$ cat config.mk
export PLATFORM = sky130hd
export DESIGN_NAME = gpio_evt_ctrl
export DESIGN_NICKNAME = d
export VERILOG_FILES = /design/src/rtl/gpio_evt_ctrl.sv
export SDC_FILE = /design/constraint.sdc
export NUM_CORES = 1
export LEC_CHECK = 0
export ABC_AREA = 1
export BUFFER_PORTS_ARGS = -buffer_cell sky130_fd_sc_hd__buf_2
export CAP_MARGIN = 30
export CELL_PAD_IN_SITES_DETAIL_PLACEMENT = 0
export CELL_PAD_IN_SITES_GLOBAL_PLACEMENT = 1
export CORE_MARGIN = 2
export CORE_UTILIZATION = 25
export CTS_CLUSTER_DIAMETER = 100
export DETAILED_ROUTE_END_ITERATION = 10
export GPL_ROUTABILITY_DRIVEN = 0
export GPL_TIMING_DRIVEN = 0
export PLACE_DENSITY = 0.5
export RECOVER_POWER = 50
export SETUP_SLACK_MARGIN = 0.05
export SYNTH_ARGS = -nofsm -noshare
export SYNTH_HDL_FRONTEND = slang
export SYNTH_SLANG_ARGS = --single-unit
$ cat constraint.sdc
create_clock -name clk -period 1.3 [get_ports clk]
set_input_delay 0.13 -clock clk [delete_from_list [all_inputs] [get_ports clk]]
set_output_delay 0.13 -clock clk [all_outputs]
set_load 0.01 [all_outputs]
$ cat src/rtl/gpio_evt_ctrl.sv
module gpio_evt_ctrl #(
  parameter int ADDR_W = 8,
  parameter logic [ADDR_W-1:0] OFS_STAT = ADDR_W'('h0C),
  parameter logic [ADDR_W-1:0] OFS_MASK = ADDR_W'('h10),
  parameter logic [ADDR_W-1:0] OFS_TLO  = ADDR_W'('h14),
  parameter logic [ADDR_W-1:0] OFS_THI  = ADDR_W'('h18)
) (
  input  logic              clk,
  input  logic              rst_n,
  input  logic [31:0]       pin_in,
  input  logic [ADDR_W-1:0] bus_addr,
  input  logic              bus_wen,
  input  logic [31:0]       bus_wdata,
  output logic [31:0]       bus_rdata,
  output logic              irq_out
);
  localparam int NPIN = 32;
  localparam int HALF = NPIN / 2;
  localparam logic [1:0] EV_BOTH = 2'b00;
  localparam logic [1:0] EV_RISE = 2'b01;
  localparam logic [1:0] EV_FALL = 2'b10;

  logic [NPIN-1:0] meta_q, sync_q, prev_q;
  logic [NPIN-1:0] status_q, mask_q, evt, clr;
  logic [31:0]     typ_lo_q, typ_hi_q;

  wire hit_stat = bus_wen && (bus_addr == OFS_STAT);
  wire hit_mask = bus_wen && (bus_addr == OFS_MASK);
  wire hit_tlo  = bus_wen && (bus_addr == OFS_TLO);
  wire hit_thi  = bus_wen && (bus_addr == OFS_THI);

  assign clr = hit_stat ? bus_wdata : '0;

  always_ff @(posedge clk or negedge rst_n) begin
    if (!rst_n) begin
      meta_q <= '0;
      sync_q <= '0;
      prev_q <= '0;
    end else begin
      meta_q <= pin_in;
      sync_q <= meta_q;
      prev_q <= sync_q;
    end
  end

  for (genvar p = 0; p < NPIN; p++) begin : g_pin
    localparam int SH = (HALF - 1 - (p % HALF)) * 2;
    logic [1:0] code;
    logic rise, fall;
    if (p < HALF) begin : g_lo
      assign code = typ_lo_q[SH +: 2];
    end else begin : g_hi
      assign code = typ_hi_q[SH +: 2];
    end
    assign rise = sync_q[p] & ~prev_q[p];
    assign fall = ~sync_q[p] & prev_q[p];
    assign evt[p] = (code == EV_BOTH) ? (rise | fall) :
                    (code == EV_RISE) ? rise :
                    (code == EV_FALL) ? fall :
                    ~sync_q[p];
  end

  always_ff @(posedge clk or negedge rst_n) begin
    if (!rst_n) begin
      status_q <= '0;
      mask_q   <= '0;
      typ_lo_q <= '0;
      typ_hi_q <= '0;
    end else begin
      status_q <= (status_q & ~clr) | evt;
      if (hit_mask) mask_q   <= bus_wdata;
      if (hit_tlo)  typ_lo_q <= bus_wdata;
      if (hit_thi)  typ_hi_q <= bus_wdata;
    end
  end

  always_comb begin
    case (bus_addr)
      OFS_STAT: bus_rdata = status_q;
      OFS_MASK: bus_rdata = mask_q;
      OFS_TLO:  bus_rdata = typ_lo_q;
      OFS_THI:  bus_rdata = typ_hi_q;
      default:  bus_rdata = '0;
    endcase
  end

  assign irq_out = |(status_q & mask_q);
endmodule

==> qor.yml <==
detailed_routing:
  vias: 9574
  routed_via_density: 4.36
  wl_per_cell_um: 17.5
  drc_errors: 0
  first_iter_violations: 595
  wl_um: 38500
  antenna_left: 0
  firstDrtPassIters: 6
power_and_ir_drop:
  p_comb_frac: 0.115
  pwr-share-seq: 0.424
  pwr-share-clk: 0.461
  p_switching_w: 0.00461
  ir_drop_uv: 932
  intPower_w: 0.0131
  power.density_nw_per_um2: 1140
  power_leakage_nw: 7.47
  p_sw_frac: 0.260
floorplanning:
  die_h_um: 212
  start_util: 0.253
  ios: 108
  die-area_um2: 45100
  rows: 76
  core-area_um2: 43000
  die_w_um: 212
place:
  port_buffers: 106
  dp_cells: 1984
  dp_hpwl_um: 26300
  dpl_cell_area_um2: 12200
timing:
  finClkSkew_ns: 0.0167
  tightest_slew_ns: 0.774
  min_period_ns: 1.82
  setup_viol: 33
  slew_violations: 0
  hold_ws_ns: 0.120
  report.final.hold_viol_count: 0
  max-slew-margin-rel: 0.484
  rsz0062_at_grt: "true"
  fin_crit_sh: 1.40
  fin_ws_ns: -0.521
  tns_ns: -8.15
  max_freq_mhz: 549
outcome:
  violations: "setup timing"
  status: "complete, but fails checks"
run:
  drv_cap: 0
final_layout:
  syn_to_final_growth_pct: 43.7
  final_common_cell: "nand2_1"
  final_cell_mix: "344 x nand2_1, 204 x dfrtp_1, 149 x inv_1, 133 x nand3_1, 117 x o21ai_1"
  nets: 1728
  drive_gt1_frac: 0.302
  instances_no_fill: 2198
  final_area_um2: 15600
yosys:
  synth-seq-area-share: 0.516
  yosys_warnings: 0
  syn_area_um2: 10900
  yosysUniqueCellTypes: 17
  syn_inst: 1291
  syn_area_per_cell_um2: 8.41
  synth_seq_cells: 224
  syn_nets: 1430
cts:
  cts_sinks: 224
  htree_levels: 1
  clkTransAtPathRegs_ns: 0.06
  cts_tree: "yes"
  cts_made_buffers: 30
  clk_latency_ns: 0.58
  root_buffer: "clkbuf_16"
  clockBufferDepth: 3
global_routing:
  grt_antenna_before_repair: 1
  track_usage: 0.174
  gr-total-overflow: 0
  grt_start_max_net_pins: 113
  grt_pass1_wl_um: 58500
  grt_pass1_vias: 9668
worst_hold_path:
  hp-class: "in2reg"
  min_from: "bus_wen"
critical_path:
  worstPathArrival_ns: 1.69
  required_ns: 1.17
  crit_path_start_kind: "register"
  end_kind: "output pin"
  crit_path_max_fanout: 3
  worst_r2r_startpoint: "sync_q[8]"
  path_class: "reg2out"
  cp-startpoint: "status_q[31]"
## cell families after synthesis
| kind of cell | Yosys count | share of synthesized area |
|---|---|---|
| compound gates | 192 | 0.0959 |
| flops | 224 | 0.516 |
| buf+inv | 249 | 0.0949 |
| fa+ha+maj | 64 | 0.0738 |
| simple gates | 562 | 0.219 |
## cell usage after synthesis
library cell,instances,share of area
nor2_1,15,0.0052
nor2_4,3,0.0031
inv_2,1,0.00035
o211ai_1,32,0.022
dfrtp_1,224,0.52
nand3_4,3,0.0048
o21ai_0,64,0.030
buf_4,14,0.0097
o21ai_1,96,0.044
nand2_1,380,0.13
nand2_2,1,0.00058
buf_1,1,0.00035
buf_2,34,0.016
nand3_1,160,0.074
inv_1,197,0.068
ha_1,64,0.074
clkbuf_1,2,0.00069
## timing repair
item                                    4_1_cts  5_1_grt
pin swaps                                   108      101
endpoints found under the setup margin       61       62
hold endpoints to repair                    319        0
buffers inserted                             50       45
hold buffers                                 66        0
gates resized for setup                     207      156
## power groups by stage
stage | Sequential, W | Combinational, W | Clock [W]
after floorplan | 0.00757 | 0.000627 | 0
after global placement | 0.00765 | 0.00130 | 0
after detailed placement | 0.00765 | 0.00135 | 0
after CTS | 0.00750 | 0.00187 | 0.00846
after global routing | 0.00755 | 0.00227 | 0.00875
final | 0.00751 | 0.00204 | 0.00817
## metal layers
layer  wire length [um]  share of wire  GRT usage  vias up
met2              17900           0.47      0.283      176
li1                   -              -          -     4713
met4                682          0.018     0.0480        0
met1              18100           0.47      0.240     4643
met5                  0              0          0        -
met3               1780          0.046     0.0260       42
## flip-flops by register name, summed over array words and instances (netlist names)
signal,cells
typ_hi_q,32
prev_q,32
sync_q,32
mask_q,32
status_q,32
meta_q,32
typ_lo_q,32
## final cells by class
| type | instances | area, um^2 |
|---|---|---|
| buffer | 51 | 465 |
| sequential | 224 | 5630 |
| clock inverter | 7 | 60.1 |
| timing repair buffer | 266 | 2160 |
| antenna | 1 | 2.50 |
| tap | 585 | 732 |
| fill | 4510 | 27400 |
| inverter | 198 | 743 |
| multi-input combinational | 818 | 4900 |
| clock buffer | 48 | 910 |
## stage by stage
stage | utilization | power [W] | setup WS (ns)
after CTS | 0.345 | 0.0178 | -0.574
after global routing | 0.363 | 0.0186 | -0.619
after global placement | 0.282 | 0.00895 | -4.35
after floorplan | - | 0.00820 | 0.177
after detailed placement | 0.283 | 0.00900 | -0.488
final | 0.363 | 0.0177 | -0.521
## critical path: stages (launching register included)
cell and delay, ns:
dfrtp_1 0.40, nand2_1 0.07, nand2_1 0.07, nor2_2 0.14, nand2_1 0.07, nor2_1 0.12
nand2_2 0.09, buf_6 0.13
## final timing paths
path / end / cells past startpoint / slack (ns)
worst max-delay path: irq_out / 7 / -0.52
max in group asynchronous: typ_lo_q[3] / 3 / 0.03
min in group asynchronous: sync_q[23] / 2 / 0.19
worst max register to register: status_q[8] / 5 / 0.09
worst min-delay path: typ_lo_q[31] / 4 / 0.12
worst min register to register: sync_q[14] / 0 / 0.34
(Power assumes the default switching activity.)
